### src/rtl/bfs_tree_packer.sv
module bfs_tree_packer #(
  parameter int DEPTH  = 4,
  parameter int ID_W   = 4,
  parameter int FEAT_W = 4,
  parameter int Q_W    = 8
) (
  input  logic                          clk,
  input  logic                          rst_n,
  input  logic                          start_i,
  input  logic [DEPTH*(ID_W+1)-1:0]     layer_cnt_i,
  output logic                          node_rd_o,
  output logic [$clog2(DEPTH)-1:0]      node_layer_o,
  output logic [ID_W-1:0]               node_id_o,
  input  logic [135:0]                  node_rdata_i,
  output logic                          lut_rd_o,
  output logic [FEAT_W+Q_W-1:0]         lut_addr_o,
  input  logic [63:0]                   lut_rdata_i,
  output logic                          out_valid_o,
  input  logic                          out_ready_i,
  output logic [511:0]                  out_data_o,
  output logic                          done_o
);
  localparam int CNT_W = ID_W + 1;
  localparam int LA_W  = $clog2(DEPTH);
  localparam int LC_W  = $clog2(DEPTH + 1);
  localparam int TOT_W = CNT_W + $clog2(DEPTH) + 1;

  typedef enum logic [2:0] {S_IDLE, S_HDR, S_NEXT, S_RD, S_LUT, S_CAP, S_OUT, S_DONE} st_t;

  st_t              st;
  logic [LC_W-1:0]  layer;
  logic [CNT_W-1:0] id;
  logic [TOT_W-1:0] base;
  logic             half;
  logic [135:0]     node_q;
  logic [511:0]     word;
  logic [TOT_W-1:0] total;
  logic [CNT_W-1:0] cur_cnt;
  logic [LA_W-1:0]  lsel;
  logic [71:0]      info_n;
  logic [63:0]      thr_n;
  logic [255:0]     slot;

  always_comb begin
    total = '0;
    for (int l = 0; l < DEPTH; l++)
      total = total + TOT_W'(layer_cnt_i[l*CNT_W +: CNT_W]);
  end

  assign lsel    = layer[LA_W-1:0];
  assign cur_cnt = layer_cnt_i[32'(lsel)*CNT_W +: CNT_W];

  always_comb begin
    info_n = node_q[71:0];
    thr_n  = node_q[135:72];
    if (!node_q[0]) begin
      info_n[71:32] = 40'(base + TOT_W'(cur_cnt)) + node_q[71:32];
      thr_n         = lut_rdata_i;
    end
    slot = {64'b0, thr_n, 56'b0, info_n};
  end

  assign node_rd_o    = (st == S_RD);
  assign node_layer_o = lsel;
  assign node_id_o    = id[ID_W-1:0];
  assign lut_rd_o     = (st == S_LUT) && !node_rdata_i[0];
  assign lut_addr_o   = {node_rdata_i[8 +: FEAT_W], node_rdata_i[72 +: Q_W]};
  assign out_valid_o  = (st == S_HDR) || (st == S_OUT);
  assign out_data_o   = word;
  assign done_o       = (st == S_DONE);

  always_ff @(posedge clk or negedge rst_n) begin
    if (!rst_n) begin
      st     <= S_IDLE;
      layer  <= '0;
      id     <= '0;
      base   <= '0;
      half   <= 1'b0;
      node_q <= '0;
      word   <= '0;
    end else begin
      case (st)
        S_IDLE: if (start_i) begin
          word  <= 512'(total);
          layer <= '0;
          id    <= '0;
          base  <= '0;
          half  <= 1'b0;
          st    <= S_HDR;
        end
        S_HDR, S_OUT: if (out_ready_i) st <= S_NEXT;
        S_NEXT: begin
          if (layer == LC_W'(DEPTH)) begin
            if (half) begin
              half <= 1'b0;
              st   <= S_OUT;
            end else begin
              st <= S_DONE;
            end
          end else if (id < cur_cnt) begin
            st <= S_RD;
          end else begin
            layer <= layer + 1'b1;
            id    <= '0;
            base  <= base + TOT_W'(cur_cnt);
          end
        end
        S_RD:  st <= S_LUT;
        S_LUT: begin
          node_q <= node_rdata_i;
          st     <= S_CAP;
        end
        S_CAP: begin
          id <= id + 1'b1;
          if (!half) begin
            word <= {256'b0, slot};
            half <= 1'b1;
            st   <= S_NEXT;
          end else begin
            word[511:256] <= slot;
            half <= 1'b0;
            st   <= S_OUT;
          end
        end
        S_DONE: st <= S_IDLE;
        default: st <= S_IDLE;
      endcase
    end
  end
endmodule

### config.mk
export PLATFORM = sky130hd
export DESIGN_NAME = bfs_tree_packer
export DESIGN_NICKNAME = d
export VERILOG_FILES = /design/src/rtl/bfs_tree_packer.sv
export SDC_FILE = /design/constraint.sdc
export NUM_CORES = 1
export LEC_CHECK = 0
export BUFFER_PORTS_ARGS = -buffer_cell sky130_fd_sc_hd__buf_2
export CORE_AREA = 2 2 299 301
export DETAILED_ROUTE_END_ITERATION = 7
export DIE_AREA = 0 0 301 303
export HOLD_SLACK_MARGIN = 0.12
export PLACE_DENSITY = 0.45
export SLEW_MARGIN = 15
export SYNTH_ARGS = -nofsm -noshare
export SYNTH_HDL_FRONTEND = slang
export SYNTH_SLANG_ARGS = --single-unit
### constraint.sdc
create_clock -name clk -period 5.7 [get_ports clk]
set_input_delay 0.855 -clock clk [delete_from_list [all_inputs] [get_ports clk]]
set_output_delay 0.855 -clock clk [all_outputs]
set_load 0.01 [all_outputs]
==> impl_metrics.json, run 1 <==
{
  "root_buffer": "clkbuf_16",
  "arrival_ns": 4.71,
  "p_clk_share_pct": 26.4,
  "synth_ff_type": "dfrtp_1",
  "ctsHoldBuffers": 0,
  "critPathKind": "reg2reg",
  "min_path_type": "in2async",
  "setup_tns_ns": 0,
  "crit_path_max_fanout": 9,
  "period_needed_ns": 4.268,
  "hold_violations": 0,
  "numCtsBuffers": 51,
  "outcome": "complete, no violations",
  "worst_pin_slew_ns": 1.022,
  "h-tree-depth": 2,
  "p_per_area_nw_per_um2": 512.0,
  "synth_area_leaders": "dfrtp_1, buf_4, mux2_2",
  "grt_pass1_wl_mm": 104.3,
  "p_sw_share_pct": 38.46,
  "multi_input_area_sq_um": 8089,
  "synthesis.area_sq_um": 20280,
  "core_area_sq_um": 87970,
  "dr_total_vias": 14890,
  "die_h_microns": 303,
  "wl_per_cell_microns": 20.67,
  "syn-instance-count": 1826,
  "drive_gt1_share_pct": 33.03,
  "clk_latency_ns": 0.59,
  "syn_area_per_cell_sq_um": 11.11,
  "ff_latch_area_sq_um": 10710,
  "post-cts-setup-buffers": 0,
  "yosys.cell_count.top_type": "dfrtp_1",
  "finalSetupViolCount": 0,
  "p_int_mw": 7.855,
  "antenna_found_initial": 14,
  "cts.sinks": 428,
  "clkTransAtPathRegs_ns": 0.06,
  "cts_tree": "done",
  "rows": 109,
  "viasPerCell": 4.245,
  "utilization_pct": 28.34,
  "wirelength_mm": 72.51,
  "drtAntennaViolNets": 0,
  "total_leakage_power_nw": 12.61,
  "setup_slack_ns": 1.432,
  "syn2layout_area_growth_pct": 22.92,
  "skew_ns": 0.02526,
  "die_area_sq_um": 91200,
  "grt.total_usage_pct": 15.30,
  "finalPower_mw": 12.76,
  "start_util_pct": 23.06,
  "synth-edff-count": 0,
  "grt_max_degree": 131,
  "preCtsSetupSlack_ns": 1.178,
  "ys_seq_area_share_pct": 52.81,
  "rsz0062_at_grt": "no",
  "min_period_over_period_pct": 74.88,
  "port_buffers": 517,
  "grt-ovfl-total": 0,
  "synth_cell_types": 58,
  "drt_iter0_markers": 616,
  "yosys_warnings": 0,
  "crit_required_ns": 6.15,
  "dpl.hpwl_mm": 52.10,
  "fp.dieW_microns": 301,
  "p_seq_share_pct": 38.7,
  "combPwrFrac_pct": 34.9,
  "final_nets": 2574,
  "drt-pass1-iter-count": 5,
  "post-synth-top-area-fraction_pct": 52.81,
  "critPathLaunchType": "flip-flop",
  "io_pins": 758,
  "drc": 0,
  "drv_slew": 0,
  "yosys.area.top_type": "dfrtp_1",
  "p_sw_mw": 4.909,
  "max_freq_mhz": 234.3,
  "cts_resized": 0,
  "ys_ff_latch": 428,
  "peakVddDrop_mv": 0.2498,
  "grt_pass1_vias": 15350,
  "endpoint_kind": "flip-flop",
  "fillers": 9335,
  "synth_commonest_cells": "dfrtp_1, buf_4, nand2_1, o21ai_0, mux2_2",
  "async_flop_share_pct": 100.0,
  "clockBufferDepth": 3,
  "drv_cap": 0,
  "max_slew_margin_pct": 31.85,
  "place_congestion": 0.8134
}
==> path summary, 6_finish.rpt <==
check,start,to,slack [ns],cells past startpoint
worst max-delay path,layer[1],out_data_o[309],1.43,13
worst min-delay path,rst_n,node_q[81],0.22,1
worst max register to register,layer[1],out_data_o[309],1.43,13
worst min register to register,out_data_o[62],out_data_o[62],0.47,2
max in group asynchronous,rst_n,node_q[0],4.11,2
min in group clk,out_data_o[62],out_data_o[62],0.47,2
==> layout make-up <==
class	instances	share of cell area, %
flip-flops and latches	428	42.98
multi-input cells	1254	32.45
repair buffers	534	11.26
clock buffers	71	6.108
well taps	1165	5.847
clock inverters	22	0.8733
inverters	31	0.4668
diodes	2	0.02008
==> per-stage QoR <==
step | hold slack [ns] | area [sq um] | std cells
6_report | 0.2237 | 24930 | 3507
5_1_grt | 0.2749 | 24930 | 3505
4_1_cts | 0.2451 | 24900 | 3504
3_5_place_dp | 0.4649 | 23160 | 3411
3_3_place_gp | 0.4590 | 23160 | 3411
2_1_floorplan | 0.4805 | 21180 | 2065
==> layout by cell type, fill, tap and decap left out, types with 6 or more instances in the layout <==
cell type / instances
buf_4: 11
clkbuf_16: 52
conb_1: 240
clkbuf_8: 15
o211ai_1: 9
buf_2: 516
nand2_1: 245
a22o_1: 60
xor2_1: 19
mux2_2: 127
nor2_1: 22
ha_1: 33
mux2i_1: 67
inv_1: 31
a211oi_1: 6
nor3_1: 12
a21o_1: 16
a21oi_1: 21
xnor2_1: 28
nand3_1: 14
o21ai_0: 229
fa_1: 17
and2_1: 6
nand4_1: 11
clkinv_2: 11
dfrtp_1: 427
==> registers in the layout (all words and copies together) (netlist names) <==
signal / flops
layer: 3
id: 5
half: 1
st: 3
node_q: 136
base: 8
out_data_o: 272
==> layer usage <==
| layer | routed length, microns | track usage [%] |
|---|---|---|
| met5 | 88 | 0 |
| met4 | 1642 | 3.826 |
| met3 | 6156 | 5.421 |
| met2 | 34980 | 25.63 |
| met1 | 29640 | 18.71 |
==> power groups by stage <==
stage	Sequential [mW]	Clock, mW	Combinational, mW
floorplan	4.91	0	2.68
global placement	4.95	0	4.48
detailed placement	4.98	0	4.55
CTS	4.95	3.49	4.56
global route	5.08	3.61	4.96
finish	4.93	3.37	4.46
==> worst max-delay path: stages (launching register included) <==
cell      delay [ns]
dfrtp_1         0.79
mux4_2          0.51
inv_1           0.15
fa_1            0.42
inv_1           0.07
ha_1            0.16
inv_1           0.06
fa_1            0.39
nand2b_1        0.18
a21oi_1         0.30
o21ai_1         0.38
nor4_1          0.41
xnor2_1         0.18
o21ai_0         0.11
==> kinds of logic after synthesis <==
logic type / synth area share, %
AO/OA/AOI/OAI: 11.10
multiplexers: 10.91
buffers and inverters: 11.94
flip-flops: 52.81
AND/OR/NAND/NOR: 7.477
adder cells (fa/ha/maj): 3.714
XOR/XNOR: 2.030
other: 0.01849
Power figures use the tool's default switching activity.
==> run 2, diff against run 1 <==
--- a/config.mk
+++ b/config.mk
@@ -6,11 +6,11 @@
 export NUM_CORES = 1
 export LEC_CHECK = 0
 export BUFFER_PORTS_ARGS = -buffer_cell sky130_fd_sc_hd__buf_2
-export CORE_AREA = 2 2 299 301
+export CORE_AREA = 2 2 297 299
 export DETAILED_ROUTE_END_ITERATION = 7
-export DIE_AREA = 0 0 301 303
+export DIE_AREA = 0 0 299 301
 export HOLD_SLACK_MARGIN = 0.12
-export PLACE_DENSITY = 0.45
+export PLACE_DENSITY = 0.47
 export SLEW_MARGIN = 15
 export SYNTH_ARGS = -nofsm -noshare
 export SYNTH_HDL_FRONTEND = slang
==> constraint.sdc (replaced) <==
create_clock -name clk -period 3.88 [get_ports clk]
set_input_delay 0.582 -clock clk [delete_from_list [all_inputs] [get_ports clk]]
set_output_delay 0.582 -clock clk [all_outputs]
set_load 0.01 [all_outputs]
==> impl_metrics.json, run 2 (synthesis gave the netlist of run 1 again) <==
{
  "drt-pass1-iter-count": 5,
  "clk_latency_ns": 0.61,
  "critical-path-max-stage-delay_ns": 0.59,
  "path_delay_family": "adder cells",
  "numCtsBuffers": 52,
  "rsz0062_at_grt": "no",
  "grt-ovfl-total": 0,
  "hold_depth": 2,
  "final_nets": 2614,
  "arrival_ns": 4.08,
  "timing.critical_path.slowest_stage_cell": "fa_1",
  "grt_pass1_vias": 15670,
  "p_sw_mw": 7.258,
  "hold_violations": 0,
  "endpoint_kind": "flip-flop",
  "drtAntennaViolNets": 0,
  "syn2layout_area_growth_pct": 25.50,
  "total_leakage_power_nw": 12.89,
  "clockBufferDepth": 3,
  "wirelength_mm": 70.29,
  "grt_max_degree": 104,
  "rows": 108,
  "crit_buf_inv": 4,
  "crit_path_max_fanout": 4,
  "critPathKind": "reg2reg",
  "grt_pass1_wl_mm": 102.6,
  "largest_reg_flops": 272,
  "p_per_area_nw_per_um2": 759.2,
  "drv_slew": 0,
  "drive_gt1_share_pct": 34.02,
  "whs_ns": 0.2014,
  "viasPerCell": 4.228,
  "core_area_sq_um": 86480,
  "worst_pin_slew_ns": 0.9094,
  "p_sw_share_pct": 37.56,
  "die_h_microns": 301,
  "port_buffers": 517,
  "min_period_over_period_pct": 94.57,
  "start_util_pct": 23.45,
  "dr_total_vias": 14960,
  "reg2reg_slack_ns": 0.21,
  "crit_required_ns": 4.29,
  "drc": 0,
  "min_from": "node_rdata_i[88]",
  "dpl.hpwl_mm": 51.71,
  "outcome": "complete, no violations",
  "layout_common_cells": "buf_2, dfrtp_1, nand2_1, conb_1, o21ai_0",
  "drt_iter0_markers": 675,
  "die_area_sq_um": 90000,
  "antenna_found_initial": 12,
  "r2r-start": "layer[0]",
  "layout_commonest_cell": "buf_2",
  "p_clk_share_pct": 26.9,
  "cts_tree": "done",
  "cts.sinks": 428,
  "path_cells": "buf_6 -> mux4_2 -> fa_1 -> inv_1 -> fa_1 -> nand2b_4 -> a21oi_2 -> buf_4 -> o211ai_1 -> buf_4 -> nor4_4 -> xnor2_1 -> o21ai_0",
  "io_pins": 758,
  "clkTransAtPathRegs_ns": 0.06,
  "fillers": 9046,
  "reg2regPathDepth": 13,
  "fp.dieW_microns": 299,
  "drv_cap": 0,
  "dpl.cell_count": 3433,
  "rr_endpoint": "out_data_o[327]",
  "root_buffer": "clkbuf_16",
  "hold_path_end": "node_q[88]",
  "wl_per_cell_microns": 19.87,
  "peakVddDrop_mv": 0.3958,
  "max_slew_margin_pct": 39.37,
  "grt.total_usage_pct": 15.08,
  "stdcell_count": 3538,
  "skew_ns": 0.04875,
  "h-tree-depth": 2,
  "period_needed_ns": 3.669,
  "max_freq_mhz": 272.5,
  "finalSetupViolCount": 0,
  "place_congestion": 0.8493,
  "critPathLaunchType": "flip-flop",
  "p_seq_share_pct": 37.3,
  "combPwrFrac_pct": 35.8,
  "ff_latch_area_sq_um": 10710,
  "min_path_type": "in2reg",
  "p_int_mw": 12.07,
  "multi_input_area_sq_um": 8129
}
## run 2: stage by stage
step	area, sq um	setup WS, ns	power (mW)	TNS (ns)	utilization, %
detailed placement	23500	-0.01087	14.24	-0.01087	27.17
global route	25450	0.02732	20.60	0	29.43
floorplan	21180	0.3717	11.16	0	-
CTS	25350	0.1158	19.56	0	29.31
finish	25450	0.2108	19.33	0	29.43
global placement	23500	0.02093	14.08	0	27.17
## run 2: cell type report
cell class                      instances  share of cell area (%)
Sequential cell                       428                   42.09
Inverter                               31                  0.4571
Timing Repair Buffer                  573                   12.57
Multi-Input combinational cell       1254                   31.94
Clock inverter                         19                   1.406
Antenna cell                            5                 0.04915
Tap cell                             1155                   5.677
Clock buffer                           73                   5.815
## run 2: what timing repair did
item                                   in CTS  in global routing
hold buffers                                1                  0
gates resized for setup                     0                 11
buffers inserted                            0                  7
setup endpoints to repair                   0                  8
endpoints found under the hold margin      93                  0
## run 2: worst max-delay path by stage
stage	start	endpoint	slack, ns	cells after the start
after floorplan	layer_cnt_i[16]	out_data_o[309]	0.37	13
after global placement	layer_cnt_i[16]	out_data_o[305]	0.02	16
after detailed placement	layer_cnt_i[16]	out_data_o[327]	-0.01	15
after CTS	layer[0]	out_data_o[327]	0.12	12
after global routing	layer[0]	out_data_o[69]	0.03	16
final	layer[0]	out_data_o[327]	0.21	13
## run 2: power groups by stage
stage               sequential [mW]  clock [mW]  combinational [mW]
floorplan                      7.22           0                3.94
global placement               7.25           0                6.83
detailed placement             7.30           0                6.94
CTS                            7.24        5.35                6.97
global route                   7.43        5.52                7.65
finish                         7.21        5.19                6.92
## run 2: layer usage
metal	track usage (%)	part of all wire, %	up-vias
li1	-	-	6809
met1	17.75	40	7490
met2	26.62	51	551
met3	4.416	7.3	101
met4	4.119	2.2	8
met5	0	0.070	-
